**src/rtl/mxb_pkg.sv**
```systemverilog
package mxb_pkg;

    typedef enum logic [2:0] {
        PH_IDLE,
        PH_ADDR,
        PH_AHOLD,
        PH_GAP,
        PH_STRB,
        PH_TAIL
    } phase_e;

    typedef struct packed {
        logic       write;
        logic [7:0] addr;
        logic [7:0] wdata;
    } xreq_t;

    function automatic phase_e next_phase(input phase_e p);
        case (p)
            PH_ADDR:  return PH_AHOLD;
            PH_AHOLD: return PH_GAP;
            PH_GAP:   return PH_STRB;
            PH_STRB:  return PH_TAIL;
            default:  return PH_IDLE;
        endcase
    endfunction

    function automatic int max3(input int a, input int b, input int c);
        int m;
        m = (a > b) ? a : b;
        return (m > c) ? m : c;
    endfunction

endpackage

```
**src/rtl/mxb_seq.sv**
```systemverilog
module mxb_seq
    import mxb_pkg::*;
#(
    parameter int ALE_CLKS = 2,
    parameter int GAP_CLKS = 1,
    parameter int STB_CLKS = 2
) (
    input  logic   clk,
    input  logic   rst,
    input  logic   start,
    output phase_e phase,
    output logic   last
);
    localparam int MAXL = max3(ALE_CLKS, GAP_CLKS, STB_CLKS);
    localparam int CW   = (MAXL < 2) ? 1 : $clog2(MAXL);

    logic [CW-1:0] cnt;
    logic [CW-1:0] reload;
    phase_e        nxt;

    assign nxt = next_phase(phase);

    always_comb begin
        case (nxt)
            PH_ADDR: reload = CW'(ALE_CLKS - 1);
            PH_GAP:  reload = CW'(GAP_CLKS - 1);
            PH_STRB: reload = CW'(STB_CLKS - 1);
            default: reload = '0;
        endcase
    end

    always_ff @(posedge clk) begin
        if (rst) begin
            phase <= PH_IDLE;
            cnt   <= '0;
        end else if (phase == PH_IDLE) begin
            if (start) begin
                phase <= PH_ADDR;
                cnt   <= CW'(ALE_CLKS - 1);
            end
        end else if (cnt != '0) begin
            cnt <= cnt - 1'b1;
        end else begin
            phase <= nxt;
            cnt   <= reload;
        end
    end

    assign last = (phase != PH_IDLE) && (cnt == '0);

    // the tail phase lasts a single clock
    a_r8_tail_single: assert property (@(posedge clk) disable iff (rst)
        (phase == PH_TAIL) |=> (phase == PH_IDLE));

    // leaving idle happens only on a start
    a_r2_start_only: assert property (@(posedge clk) disable iff (rst)
        ($past(phase) == PH_IDLE && phase != PH_IDLE) |-> $past(start));

endmodule

```
**src/rtl/mxb_pins.sv**
```systemverilog
module mxb_pins
    import mxb_pkg::*;
(
    input  logic       clk,
    input  logic       rst,
    input  phase_e     phase,
    input  logic       last,
    input  xreq_t      cur,
    input  logic [7:0] bus_in,
    output logic       ale,
    output logic       rd_n,
    output logic       wr_n,
    output logic       bus_oe,
    output logic [7:0] bus_out,
    output logic       done,
    output logic [7:0] rdata
);
    logic addr_drv;
    logic data_drv;
    logic strobing;

    assign addr_drv = (phase == PH_ADDR) || (phase == PH_AHOLD);
    assign strobing = (phase == PH_STRB);
    assign data_drv = cur.write && (strobing || phase == PH_TAIL);

    assign ale     = (phase == PH_ADDR);
    assign rd_n    = !(strobing && !cur.write);
    assign wr_n    = !(strobing && cur.write);
    assign bus_oe  = addr_drv || data_drv;
    assign bus_out = addr_drv ? cur.addr : (data_drv ? cur.wdata : 8'h00);
    assign done    = (phase == PH_TAIL);

    always_ff @(posedge clk) begin
        if (rst)
            rdata <= 8'h00;
        else if (strobing && last && !cur.write)
            rdata <= bus_in;
    end

    a_r5_one_strobe: assert property (@(posedge clk) disable iff (rst)
        !(!rd_n && !wr_n));

    a_r5_no_strobe_in_ale: assert property (@(posedge clk) disable iff (rst)
        ale |-> (rd_n && wr_n));

    a_r4_float_before_strobe: assert property (@(posedge clk) disable iff (rst)
        ($fell(rd_n) || $fell(wr_n)) |-> $past(!bus_oe));

    a_r3_addr_held: assert property (@(posedge clk) disable iff (rst)
        $fell(ale) |-> (bus_oe && $stable(bus_out)));

    a_r6_data_after_wr: assert property (@(posedge clk) disable iff (rst)
        $rose(wr_n) |-> (bus_oe && $stable(bus_out)));

    a_r7_read_capture: assert property (@(posedge clk) disable iff (rst)
        $rose(rd_n) |-> (rdata == $past(bus_in)));

endmodule

```
**src/rtl/mxbus_master.sv**
```systemverilog
module mxbus_master
    import mxb_pkg::*;
#(
    parameter int ALE_CLKS = 2,
    parameter int GAP_CLKS = 1,
    parameter int STB_CLKS = 2
) (
    input  logic       clk,
    input  logic       rst,
    input  logic       req_valid,
    output logic       req_ready,
    input  logic       req_write,
    input  logic [7:0] req_addr,
    input  logic [7:0] req_wdata,
    output logic [7:0] bus_out,
    output logic       bus_oe,
    input  logic [7:0] bus_in,
    output logic       ale,
    output logic       rd_n,
    output logic       wr_n,
    output logic       done,
    output logic [7:0] rdata
);
    phase_e phase;
    logic   last;
    logic   accept;
    xreq_t  cur;

    assign req_ready = (phase == PH_IDLE);
    assign accept    = req_valid && req_ready;

    always_ff @(posedge clk) begin
        if (rst)
            cur <= '0;
        else if (accept)
            cur <= '{write: req_write, addr: req_addr, wdata: req_wdata};
    end

    mxb_seq #(
        .ALE_CLKS(ALE_CLKS),
        .GAP_CLKS(GAP_CLKS),
        .STB_CLKS(STB_CLKS)
    ) u_seq (
        .clk  (clk),
        .rst  (rst),
        .start(accept),
        .phase(phase),
        .last (last)
    );

    mxb_pins u_pins (
        .clk    (clk),
        .rst    (rst),
        .phase  (phase),
        .last   (last),
        .cur    (cur),
        .bus_in (bus_in),
        .ale    (ale),
        .rd_n   (rd_n),
        .wr_n   (wr_n),
        .bus_oe (bus_oe),
        .bus_out(bus_out),
        .done   (done),
        .rdata  (rdata)
    );

    a_r8_done_pulse: assert property (@(posedge clk) disable iff (rst)
        done |=> (!done && req_ready));

    a_r9_idle_float: assert property (@(posedge clk) disable iff (rst)
        req_ready |-> !bus_oe);

endmodule

```
**config.mk**
```make
export PLATFORM = sky130hd
export DESIGN_NAME = mxbus_master
export DESIGN_NICKNAME = d
export VERILOG_FILES = /design/src/rtl/mxb_pkg.sv /design/src/rtl/mxb_seq.sv /design/src/rtl/mxb_pins.sv /design/src/rtl/mxbus_master.sv
export SDC_FILE = /design/constraint.sdc
export NUM_CORES = 1
export LEC_CHECK = 0
export ABC_AREA = 1
export BUFFER_PORTS_ARGS = -buffer_cell sky130_fd_sc_hd__buf_4
export CAP_MARGIN = 15
export CELL_PAD_IN_SITES_DETAIL_PLACEMENT = 1
export CELL_PAD_IN_SITES_GLOBAL_PLACEMENT = 2
export CORE_UTILIZATION = 25
export CTS_CLUSTER_DIAMETER = 200
export DETAILED_ROUTE_END_ITERATION = 10
export GPL_ROUTABILITY_DRIVEN = 0
export PLACE_DENSITY_LB_ADDON = 0.1
export SYNTH_ARGS = -nofsm -noshare
export SYNTH_HDL_FRONTEND = slang
export SYNTH_SLANG_ARGS = --single-unit
export TNS_END_PERCENT = 50
```
**constraint.sdc**
```tcl
create_clock -name clk -period 1.39 [get_ports clk]
set_input_delay 0.139 -clock clk [delete_from_list [all_inputs] [get_ports clk]]
set_output_delay 0.139 -clock clk [all_outputs]
set_load 0.01 [all_outputs]
```
---- After elaboration in Yosys (flattened, before gate mapping) ----
Cells that the tools add are included.
word-level totals
  output and inout bits ................... 22
  flip-flop bits (word level) ............. 29
  input port bits ......................... 28
operators by class
  mux-type cells .......................... 10
  equality and inequality tests ........... 9
  reduce and logical (&&, ||, !) cells .... 17
  bitwise gates (word level) .............. 1
  add/subtract/negate cells ............... 1
operators by type and width
  operator                                                                 count
  8-bit two-way mux                                                        2
  3-bit one-hot mux with 4 select lines                                    1
  3-bit equality test, second input constant                               3
  3-bit two-way mux                                                        3
  1-bit logical AND                                                        7
  3-bit by 1-bit equality test with 1-bit output, second input constant    2
  3-bit by 2-bit equality test with 1-bit output, second input constant    2
  1-bit two-way mux                                                        4
  1-bit zero test                                                          3
  3-bit zero test                                                          1
  1-bit logical OR                                                         3
  3-bit nonzero test                                                       1
  2-bit by 1-bit inequality test with 1-bit output, second input constant  1
  2-bit inequality test, second input constant                             1
  2-bit AND reduction                                                      1
  2-bit OR reduction                                                       1
  1-bit inverter                                                           1
  1-bit subtractor, second input constant                                  1

---- Logic depth before layout (Yosys ltp) ----
  word-level depth ........................ 7
  gate-level depth with buffers ........... 7
  mapped depth without buffers ............ 7

---- Cells and area by module ----
From an unflattened synthesis, not the netlist that was laid out.
unflattened totals
  cell total of the unflattened synthesis .. 290
  area, all modules ....................... 1740.4 µm²
modules (own cells, without submodules)
  module        cells an instance  times used  area each (µm²)
  mxbus_master  148                1           918.4
  mxb_pins      108                1           603.1
  mxb_seq       34                 1           219.0

---- Least setup slack after synthesis ----
OpenSTA, ideal clock, no wires.
  path kind ............................... reg-to-output
  from .................................... register u_seq.phase[1]
  to ...................................... output port bus_out[0]
  required time ........................... 1.251 ns
  cell stages (with the launch flop) ...... 5
  arrival ................................. 0.962 ns
  path buffers ............................ 0
  path slack .............................. 0.289 ns
  path through ............................ dfxtp_1 > nor2_4 > inv_1 > nand3_2 > o22ai_1
on the way
  word-level cells in the longest chain between the ends .. 5
RTL lines
  what                                           line                            source
  from (decl)                                    mxb_seq.sv:11                   output phase_e phase,
  from (signal assigned)                         mxb_seq.sv:44                   phase <= nxt;
  3-bit equality test, on equally long branches  mxb_pins.sv:23, mxb_pins.sv:24
  1-bit logical OR                               mxb_pins.sv:24                  assign data_drv = cur.write && (strobing || phase == PH_TAIL);
  1-bit logical AND                              mxb_pins.sv:24
  8-bit two-way mux                              mxb_pins.sv:30                  assign bus_out = addr_drv ? cur.addr : (data_drv ? cur.wdata : 8'h00);
  8-bit two-way mux (*)                          mxb_pins.sv:30
  to (decl)                                      mxbus_master.sv:15              output logic [7:0] bus_out,
Mark *: on every way between the ends. The rest lies on a longest branch, timed or not.

---- Worst setup path in the final report ----
  from .................................... register u_seq.phase[1]
  to ...................................... output port rd_n
on the way
  word-level cells in the longest chain between the ends .. 3
RTL lines
  what                 line                source
  3-bit equality test  mxb_pins.sv:23      assign strobing = (phase == PH_STRB);
  1-bit logical AND    mxb_pins.sv:27      assign rd_n = !(strobing && !cur.write);
  1-bit zero test      mxb_pins.sv:27
  to (decl)            mxbus_master.sv:19  output logic rd_n,
Every way passes these cells.

==> impl_metrics.py <==
metrics = {
    "run_status": {
        "status": "finished with violations",
        "violations": "setup timing",
    },
    "grt": {
        "grt_use_total_pct": 16.1,
        "grt_pass1_wl_um": 6400,
        "grt_pass1_vias": 1262,
        "grt_use_met1_pct": 22.4,
        "grt_max_degree": 35,
        "antenna_found_initial": 0,
        "grt_use_met2_pct": 23.1,
        "grt-busiest-layer": "met2",
        "grt-ovfl-total": 0,
        "grtUsageMet3_pct": 4.56,
    },
    "synthesis": {
        "syn_area_um2": 1250,
        "ys_warn_count": 0,
        "syn_avg_cell_area_um2": 7.90,
        "synth_fp_nets": 186,
        "syn_inst": 158,
        "ys_seq_area_share_pct": 46.5,
        "synth.distinct_cells": 20,
        "synth.ff_latch_count": 29,
    },
    "timing": {
        "holdWs_ps": 122,
        "setup_tns_ps": -545,
        "finalCritPeriodShare_pct": 106,
        "drv_slew": 0,
        "setup_viol_count_final": 14,
        "tightestPinTransition_ps": 532,
        "fin_skew_ps": 7.76,
        "rsz0062_at_grt": "true",
        "period_minus_slack_ps": 1480,
        "max_freq_mhz": 677,
        "fin_ws_ps": -86.1,
        "slew_headroom_pct": 64.5,
        "finalHoldViolCount": 0,
    },
    "layout": {
        "area_growth_pct": 58.8,
        "nets": 251,
        "n_antenna_cell": 0,
        "mostFrequentLayoutCell": "buf_4",
        "multi_input_area_um2": 644,
        "layout-drive-gt1-share_pct": 43.3,
        "final_cell_mix": "buf_4 (59), a21oi_1 (25), dfxtp_1 (25), inv_1 (19), nand2_1 (18)",
        "fillers": 579,
        "final_cell_area_um2": 1980,
        "regArea_um2": 593,
    },
    "cts": {
        "cts_sinks": 29,
        "cts_buffers": 5,
        "cts.clk_slew.worst_paths_ps": 70,
        "htree_levels": 2,
        "clk_latency_ps": 270,
        "clk_path_buf_depth": 2,
        "cts_tree": "yes",
        "clock_tree.root_cell": "clkbuf_8",
    },
    "drt": {
        "via_count": 1327,
        "drt_iter0_markers": 52,
        "drtPass1Iterations": 4,
        "wl_um": 4110,
        "wl_per_cell_um": 14.1,
        "vias_per_cell": 4.56,
        "antenna_left": 0,
        "drcViolationCount": 0,
    },
    "placed_design": {
        "dp_hpwl_um": 2550,
        "port-buffer-count": 49,
        "place_area_um2": 1680,
    },
    "die": {
        "die_y_um": 72.7,
        "die_area_um2": 5280,
        "initial_core_util_pct": 26.3,
        "core_um2": 4750,
        "row_count": 25,
        "pin_count": 50,
        "die_width_um": 72.7,
    },
    "worst_setup_path": {
        "arrival_ps": 1340,
        "crit_fanout": 7,
        "start_kind": "flip-flop",
        "crit_path_end_kind": "primary output",
        "critPathKind": "reg -> out",
        "crit_required_ps": 1250,
    },
    "worst_hold_path": {
        "hold_class": "in -> reg",
    },
    "pwr": {
        "power.density_nw_per_um2": 2060,
        "vdd_drop_max_uv": 693,
        "power_leakage_nw": 0.816,
    },
    "job": {
        "drv_cap": 0,
    },
}
## Yosys cell counts (all sizes together)
cell	instances	area (um2)
a21oi	26	130
inv	23	86.3
nor2	5	42.5
nand3	8	67.6
buf	4	35.0
o21ai	20	100
nor3	2	10.0
clkbuf	3	11.3
dfxtp	29	581
nand4	10	62.6
nand2	21	78.8
o22ai	7	43.8
## power breakdown
part	internal, mW	switching (mW)
registers	1.11	0.190
logic	0.893	1.22
clock network	0.346	0.327
total	2.35	1.74
## per-layer routing
| metal | up-vias | routed length (um) |
|---|---|---|
| met3 | 6 | 191 |
| met4 | 0 | 70 |
| met1 | 613 | 1990 |
| li1 | 677 | - |
| met2 | 31 | 1860 |
| met5 | - | 0 |
## per-stage QoR
stage / total power [mW] / util [%] / setup WS [ps] / instances
floorplan: 2.24 / - / 289 / 158
global placement: 2.73 / 35.3 / 34.0 / 270
detailed placement: 2.79 / 35.3 / -15.7 / 270
CTS: 3.77 / 39.4 / -47.2 / 282
global route: 4.39 / 41.7 / -131 / 291
finish: 4.09 / 41.7 / -86.1 / 291
## cell families after synthesis
kind of cell | count (synthesis) | share of synthesized area (%)
compound gates | 53 | 21.9
simple gates | 46 | 20.9
buf+inv | 30 | 10.6
flops | 29 | 46.5
## critical path: stages (launching register included)
cell     delay [ps]
dfxtp_4         390
nor2_4          210
buf_4           170
buf_6           120
nand2_2          60
buf_6           120
## path summary, 6_finish.rpt
kind / startpoint / end / slack [ps] / cells past startpoint
setup / recovery: u_seq.phase[1]$_SDFFE_PP0P_ / rd_n / -90 / 5
hold / removal: req_write / cur[16]$_SDFFE_PP0P_ / 120 / 3
setup reg to reg: u_seq.phase[1]$_SDFFE_PP0P_ / u_pins.rdata[5]$_SDFFE_PP0P_ / -20 / 7
hold reg to reg: cur[4]$_SDFFE_PP0P_ / cur[4]$_SDFFE_PP0P_ / 470 / 2
## layout make-up
type | count | area share [%]
flip-flops and latches | 29 | 29.9
repair buffers | 62 | 24.0
repair inverters | 1 | 0.379
multi-input cells | 101 | 32.5
clock buffers | 6 | 3.66
inverters | 23 | 4.79
well taps | 67 | 4.23
clock inverters | 2 | 0.505
## state kept, by name, indices dropped and copies added (netlist names)
register	flops
cur	17
u_pins.rdata	8
u_seq.cnt	1
u_seq.phase	3
## repair_timing
action                                  CTS  global route
cloned                                    3             0
hold buffers                              0             0
buffers inserted                          1             9
pin swaps                                 1             5
endpoints found under the setup margin   17            29
resized for setup                        21            14
(Power assumes the default switching activity.)
